$ cat src/rtl/ul_scr_pkg.sv
package ul_scr_pkg;

   localparam int unsigned LFSR_W = 25;

   typedef logic [LFSR_W-1:0] lfsr_state_t;

   // recurrence taps (term x^25 implied)
   localparam lfsr_state_t X_TAPS_DEF = lfsr_state_t'(25'h0000009);
   localparam lfsr_state_t Y_TAPS_DEF = lfsr_state_t'(25'h000000F);

   // a*b modulo (x^LFSR_W + taps)
   function automatic lfsr_state_t poly_mulmod(lfsr_state_t a, lfsr_state_t b,
                                               lfsr_state_t taps);
      logic [LFSR_W:0] r;
      r = '0;
      for (int i = LFSR_W - 1; i >= 0; i--) begin
         r = r << 1;
         if (r[LFSR_W]) r = r ^ {1'b1, taps};
         if (b[i]) r = r ^ {1'b0, a};
      end
      return r[LFSR_W-1:0];
   endfunction

   // x^k modulo the generator: tap mask that looks k steps ahead
   function automatic lfsr_state_t poly_powmod(int unsigned k, lfsr_state_t taps);
      lfsr_state_t acc;
      lfsr_state_t base;
      acc  = lfsr_state_t'(1);
      base = lfsr_state_t'(2);
      for (int b = 0; b < 32; b++) begin
         if (((k >> b) & 32'd1) != 32'd0) acc = poly_mulmod(acc, base, taps);
         base = poly_mulmod(base, base, taps);
      end
      return acc;
   endfunction

endpackage

$ cat src/rtl/ul_scr_lfsr.sv
module ul_scr_lfsr
   import ul_scr_pkg::*;
#(
   parameter lfsr_state_t TAPS   = X_TAPS_DEF,
   parameter int unsigned OFFSET = 16777232
) (
   input  logic        clk,
   input  logic        rst_n,
   input  logic        load_i,
   input  logic        step_i,
   input  lfsr_state_t seed_i,
   output logic        seq_now_o,
   output logic        seq_ahead_o
);

   localparam lfsr_state_t AHEAD_MASK = poly_powmod(OFFSET, TAPS);

   generate
      if (!TAPS[0]) begin : g_bad_taps
         $error("ul_scr_lfsr: tap set lacks the constant term");
      end
   endgenerate

   lfsr_state_t state_q;

   always_ff @(posedge clk or negedge rst_n) begin
      if (!rst_n) begin
         state_q <= '0;
      end else if (load_i) begin
         state_q <= seed_i;
      end else if (step_i) begin
         state_q <= {^(state_q & TAPS), state_q[LFSR_W-1:1]};
      end
   end

   assign seq_now_o   = state_q[0];
   assign seq_ahead_o = ^(state_q & AHEAD_MASK);

   assert_seed_reload_R3: assert property (@(posedge clk) disable iff (!rst_n)
      load_i |=> state_q == $past(seed_i))
      else $error("seed not taken on reload");

endmodule

$ cat src/rtl/ul_scr_frame_ctr.sv
module ul_scr_frame_ctr #(
   parameter int unsigned FRAME_LEN = 38400,
   localparam int unsigned CW = $clog2(FRAME_LEN)
) (
   input  logic          clk,
   input  logic          rst_n,
   input  logic          load_i,
   input  logic          adv_i,
   output logic [CW-1:0] count_o,
   output logic          wrap_o,
   output logic          odd_o
);

   localparam logic [CW-1:0] LAST = CW'(FRAME_LEN - 1);

   generate
      if (FRAME_LEN < 2 || (FRAME_LEN % 2) != 0) begin : g_bad_len
         $error("ul_scr_frame_ctr: frame length must be even and at least 2");
      end
   endgenerate

   logic [CW-1:0] count_q;

   always_ff @(posedge clk or negedge rst_n) begin
      if (!rst_n) begin
         count_q <= '0;
      end else if (load_i) begin
         count_q <= '0;
      end else if (adv_i) begin
         count_q <= (count_q == LAST) ? '0 : count_q + 1'b1;
      end
   end

   assign count_o = count_q;
   assign wrap_o  = adv_i && (count_q == LAST);
   assign odd_o   = count_q[0];

   assert_frame_wrap_R7: assert property (@(posedge clk) disable iff (!rst_n)
      (adv_i && !load_i && count_q == LAST) |=> count_q == '0)
      else $error("frame did not wrap at last chip");

   assert_count_stall_R6: assert property (@(posedge clk) disable iff (!rst_n)
      (!adv_i && !load_i) |=> $stable(count_q))
      else $error("chip counter moved without enable");

endmodule

$ cat src/rtl/ul_long_scrambler.sv
module ul_long_scrambler
   import ul_scr_pkg::*;
#(
   parameter int unsigned IDX_W     = 24,
   parameter int unsigned FRAME_LEN = 38400,
   parameter int unsigned C2_OFFSET = 16777232,
   parameter lfsr_state_t X_TAPS    = X_TAPS_DEF,
   parameter lfsr_state_t Y_TAPS    = Y_TAPS_DEF
) (
   input  logic             clk,
   input  logic             rst_n,
   input  logic             load_i,
   input  logic [IDX_W-1:0] index_i,
   input  logic             chip_en_i,
   output logic             chip_i_o,
   output logic             chip_q_o,
   output logic             frame_start_o,
   output logic [IDX_W-1:0] index_o
);

   localparam int unsigned CW = $clog2(FRAME_LEN);

   generate
      if (IDX_W < 1 || IDX_W > LFSR_W - 1) begin : g_bad_idx
         $error("ul_long_scrambler: index must fit below the top register stage");
      end
   endgenerate

   logic [IDX_W-1:0] idx_q;
   logic             active_q;
   logic             c2_hold_q;
   logic [CW-1:0]    count;
   logic             wrap, odd, adv, reload, step;
   logic             x_now, x_ahead, y_now, y_ahead;
   logic             c1, c2_now, c2_eff;
   lfsr_state_t      x_seed;

   assign adv    = chip_en_i && active_q && !load_i;
   assign reload = load_i || wrap;
   assign step   = adv && !wrap;

   always_comb begin
      x_seed             = '0;
      x_seed[IDX_W-1:0]  = load_i ? index_i : idx_q;
      x_seed[LFSR_W-1]   = 1'b1;
   end

   ul_scr_frame_ctr #(.FRAME_LEN(FRAME_LEN)) u_ctr (
      .clk     (clk),
      .rst_n   (rst_n),
      .load_i  (load_i),
      .adv_i   (adv),
      .count_o (count),
      .wrap_o  (wrap),
      .odd_o   (odd)
   );

   ul_scr_lfsr #(.TAPS(X_TAPS), .OFFSET(C2_OFFSET)) u_x (
      .clk         (clk),
      .rst_n       (rst_n),
      .load_i      (reload),
      .step_i      (step),
      .seed_i      (x_seed),
      .seq_now_o   (x_now),
      .seq_ahead_o (x_ahead)
   );

   ul_scr_lfsr #(.TAPS(Y_TAPS), .OFFSET(C2_OFFSET)) u_y (
      .clk         (clk),
      .rst_n       (rst_n),
      .load_i      (reload),
      .step_i      (step),
      .seed_i      ('1),
      .seq_now_o   (y_now),
      .seq_ahead_o (y_ahead)
   );

   always_ff @(posedge clk or negedge rst_n) begin
      if (!rst_n) begin
         idx_q     <= '0;
         active_q  <= 1'b0;
         c2_hold_q <= 1'b0;
      end else begin
         if (load_i) begin
            idx_q    <= index_i;
            active_q <= 1'b1;
         end
         if (adv && !odd) c2_hold_q <= c2_now;
      end
   end

   assign c1     = x_now ^ y_now;
   assign c2_now = x_ahead ^ y_ahead;
   assign c2_eff = odd ? c2_hold_q : c2_now;

   assign chip_i_o      = active_q & c1;
   assign chip_q_o      = active_q & (c1 ^ odd ^ c2_eff);
   assign frame_start_o = active_q & (count == '0);
   assign index_o       = idx_q;

   assert_load_restart_R2: assert property (@(posedge clk) disable iff (!rst_n)
      load_i |=> frame_start_o && index_o == $past(index_i))
      else $error("load did not restart the frame");

   assert_enable_hold_R6: assert property (@(posedge clk) disable iff (!rst_n)
      (!load_i && !chip_en_i) |=>
         $stable(chip_i_o) && $stable(chip_q_o) && $stable(frame_start_o))
      else $error("outputs moved while enable low");

   assert_c2_pair_R5: assert property (@(posedge clk) disable iff (!rst_n)
      (adv && !odd && !wrap) |=> c2_eff == $past(c2_now))
      else $error("odd chip did not reuse even c2");

endmodule

$ cat config.mk
export PLATFORM = sky130hd
export DESIGN_NAME = ul_long_scrambler
export DESIGN_NICKNAME = d
export VERILOG_FILES = /design/src/rtl/ul_scr_pkg.sv /design/src/rtl/ul_scr_lfsr.sv /design/src/rtl/ul_scr_frame_ctr.sv /design/src/rtl/ul_long_scrambler.sv
export SDC_FILE = /design/constraint.sdc
export NUM_CORES = 1
export LEC_CHECK = 0
export ABC_AREA = 0
export BUFFER_PORTS_ARGS = -buffer_cell sky130_fd_sc_hd__buf_2
export CELL_PAD_IN_SITES_DETAIL_PLACEMENT = 1
export CELL_PAD_IN_SITES_GLOBAL_PLACEMENT = 1
export CORE_ASPECT_RATIO = 0.6
export CORE_UTILIZATION = 25
export CTS_CLUSTER_SIZE = 14
export DETAILED_ROUTE_END_ITERATION = 12
export GPL_TIMING_DRIVEN = 0
export PLACE_DENSITY_LB_ADDON = 0.25
export RECOVER_POWER = 50
export SYNTH_ARGS = -nofsm -noshare
export SYNTH_HDL_FRONTEND = slang
export SYNTH_SLANG_ARGS = --single-unit
export TNS_END_PERCENT = 5
$ cat constraint.sdc
create_clock -name clk -period 2.05 [get_ports clk]
set_clock_uncertainty 0.1 [all_clocks]
set_input_delay 0.205 -clock clk [delete_from_list [all_inputs] [get_ports clk]]
set_output_delay 0.205 -clock clk [all_outputs]
set_load 0.02 [all_outputs]
==> flow_summary.json <==
{
  "outcome": "complete, but fails checks",
  "violations": "negative setup slack",
  "worst_setup_path_end_kind": "output port",
  "vdd_drop_max_mv": 0.3100,
  "synthDistinctLibCells": 44,
  "avgViaCountPerCell": 4.828,
  "core_um2": 17270,
  "slew_violations": 0,
  "setup_slack_ps": -11.25,
  "synth.yosys.seq_area_share": 0.5180,
  "arrival_ps": 1760,
  "routed_wl_um": 12360,
  "die_h_um": 105.3,
  "tns_ps": -11.25,
  "finalPower_mw": 4.285,
  "path_cells": "xor2_4, or2_4, a211o_1, nand4_1, buf_6",
  "path_delay_family": "flip-flops",
  "p_leak_nw": 2.197,
  "final_nets": 489,
  "min_delay_path_depth": 3,
  "grt_pass1_wl_um": 20670,
  "wl_per_cell_um": 17.74,
  "vias": 3365,
  "globalRouteOverflowTotal": 0,
  "portBuffers": 53,
  "ys_async_sr_fraction": 1.000,
  "start_util": 0.2574,
  "netlist.area_leader.share": 0.5180,
  "die_area_um2": 18330,
  "tightestPinTransition_ps": 1397,
  "rsz0062_at_grt": "yes",
  "h-tree-depth": 3,
  "synth-edff-count": 0,
  "critPathKind": "register to output port",
  "path_depth": 5,
  "synth_cells": 389,
  "track_usage": 0.1448,
  "worstPathMaxFanout": 7,
  "cts_tree": "done",
  "max_freq_mhz": 485.1,
  "cp_num_buf_inv": 1,
  "gp_congestion": 0.8075,
  "syn_nets": 419,
  "fp-row-count": 37,
  "drtIter0Drc": 169,
  "drcViolationCount": 0,
  "ys.flop_type": "dfrtp_1",
  "root_buffer": "clkbuf_16",
  "ys_ff_latch": 92,
  "clock_sinks": 92,
  "finalCriticalPeriod_ps": 2061,
  "cts_max_path_buffers": 2,
  "required_ps": 1750,
  "relSlewSlack": 0.06874,
  "syn-mean-instance-area_um2": 11.42,
  "worstRegToRegCells": 7,
  "clock_latency_ps": 340,
  "setup_violations": 1,
  "cap_viol_max_count": 0,
  "die_x_um": 174.1,
  "cts_buffers": 9,
  "drt-pass1-iter-count": 4,
  "place_inst": 677,
  "synth_warnings": 0,
  "layout-drive-gt1-share": 0.1965,
  "setup.worst_path.start_class": "register",
  "fin_crit_sh": 1.005,
  "synth_top_cell_by_area": "dfrtp_1",
  "crit_path_max_incr_delay_ps": 450,
  "io-pin-count": 55,
  "clk_pin_slew_ps": 70,
  "antenna_left": 0,
  "synth_top_cells_by_area": "dfrtp_1 (52%), mux2_2 (6.3%), mux2i_1 (5.4%)",
  "diodes": 0,
  "antenna_found_initial": 0,
  "place.detailed.hpwl_um": 8934,
  "syn2layout_area_growth_pct": 21.87,
  "hold_viol": 0,
  "hold_class": "input pin to register",
  "slowest_stage": "dfrtp_2",
  "netlist_area_um2": 4444,
  "p_per_area_nw_per_um2": 791.1,
  "grt_max_degree": 53,
  "layout.cells.non_filler": 697,
  "first_global_vias": 3649
}
## worst paths after layout
check                                 startpoint           endpoint  slack, ps
worst max register to register  u_ctr.count_o[1]  u_ctr.count_o[13]         90
min in group asynchronous                  rst_n        index_o[19]        630
worst min register to register   u_y.state_q[18]    u_y.state_q[18]        390
max in group asynchronous                  rst_n     u_x.state_q[0]        280
worst max-delay path              u_y.state_q[0]           chip_q_o        -10
worst min-delay path                 index_i[13]    u_x.state_q[13]         30
## layer usage
layer  track usage  part of all wire
met1        0.2199              0.54
met2        0.2051              0.42
met3       0.02994             0.026
met4       0.03885             0.012
met5             0                 0
## through the flow
| stage | utilization | hold slack [ps] | setup WS (ps) | cell area (µm²) |
|---|---|---|---|---|
| after CTS | 0.3124 | 16.78 | -26.07 | 5394 |
| after global routing | 0.3137 | 22.43 | -59.53 | 5416 |
| final | 0.3137 | 25.62 | -11.25 | 5416 |
| after detailed placement | 0.2910 | 211.7 | -75.33 | 5025 |
| after floorplan | - | -190.6 | 262.8 | 4444 |
| after global placement | 0.2897 | 366.0 | -328.3 | 5002 |
## sequential cells by signal, indices dropped and copies added (netlist names)
register       flops
c2_hold_q          1
u_ctr.count_o     16
u_x.state_q       25
active_q           1
index_o           24
u_y.state_q       25
## what timing repair did
| item | in CTS | in global routing |
|---|---|---|
| pin swaps | 2 | 1 |
| gates resized for setup | 13 | 12 |
| endpoints found under the setup margin | 25 | 51 |
| endpoints found under the hold margin | 51 | 0 |
| hold buffers | 1 | 0 |
| buffers inserted | 3 | 2 |
## area by class of cell
class / instances / area (µm²)
buffer: 31 / 193.9
clock buffer: 10 / 229.0
clock inverter: 5 / 61.31
fill: 1949 / 11850
inverter: 5 / 18.77
multi-input combinational: 260 / 1991
sequential: 92 / 2307
tap: 234 / 292.8
timing repair buffer: 60 / 322.8
## worst register-to-register path, stage by stage (launching register included)
cell and delay, ps:
dfrtp_1 430, ha_2 230, and3_1 150, buf_4 170, a41o_4 290, buf_6 160
a31o_1 190, a31oi_1 170
## cells in the final DEF, fill, tap and decap left out, drive strengths merged, types with 3 or more instances in the layout
| cell | count |
|---|---|
| nor4 | 4 |
| nor3b | 4 |
| mux2 | 25 |
| clkbuf | 50 |
| clkinvlp | 3 |
| nor2b | 24 |
| o22a | 24 |
| nand3 | 6 |
| a21oi | 6 |
| a41oi | 3 |
| and4 | 3 |
| a22oi | 24 |
| nand2b | 4 |
| xor2 | 4 |
| nor2 | 9 |
| buf | 50 |
| a31oi | 6 |
| xnor2 | 9 |
| or3 | 3 |
| nand2 | 13 |
| inv | 6 |
| dfrtp | 92 |
| mux2i | 24 |
| nand4 | 11 |
| o21ai | 33 |
## cells in the mapped netlist, types with 2 or more instances
library cell	count
a211o_1	2
a21oi_1	6
a22oi_1	24
a31o_1	2
a31oi_1	6
a41oi_1	3
and2_1	2
and3_1	2
and4_1	3
buf_2	8
buf_4	2
buf_6	6
clkbuf_1	14
dfrtp_1	92
ha_1	2
inv_1	5
mux2_2	25
mux2i_1	24
nand2_1	13
nand2b_1	4
nand3_1	6
nand4_1	11
nor2_1	9
nor2b_1	24
nor3_1	2
nor3b_1	4
nor4_1	3
o21ai_0	25
o21ai_1	8
o22a_1	24
or2_2	2
or3_1	3
xnor2_1	9
xor2_1	4
## report_power, final
group,internal (mW),switching [mW],leakage (nW)
Clock,0.944,0.735,0.131
Sequential,1.93,0.0723,1.04
Combinational,0.233,0.369,1.02
## kinds of logic after synthesis
family	share of synthesized area
compound gates	0.1692
xor+xnor	0.02562
fa+ha+maj	0.005630
buf+inv	0.04560
flops	0.5180
mux	0.1174
simple gates	0.1185
Power figures use the tool's default switching activity.
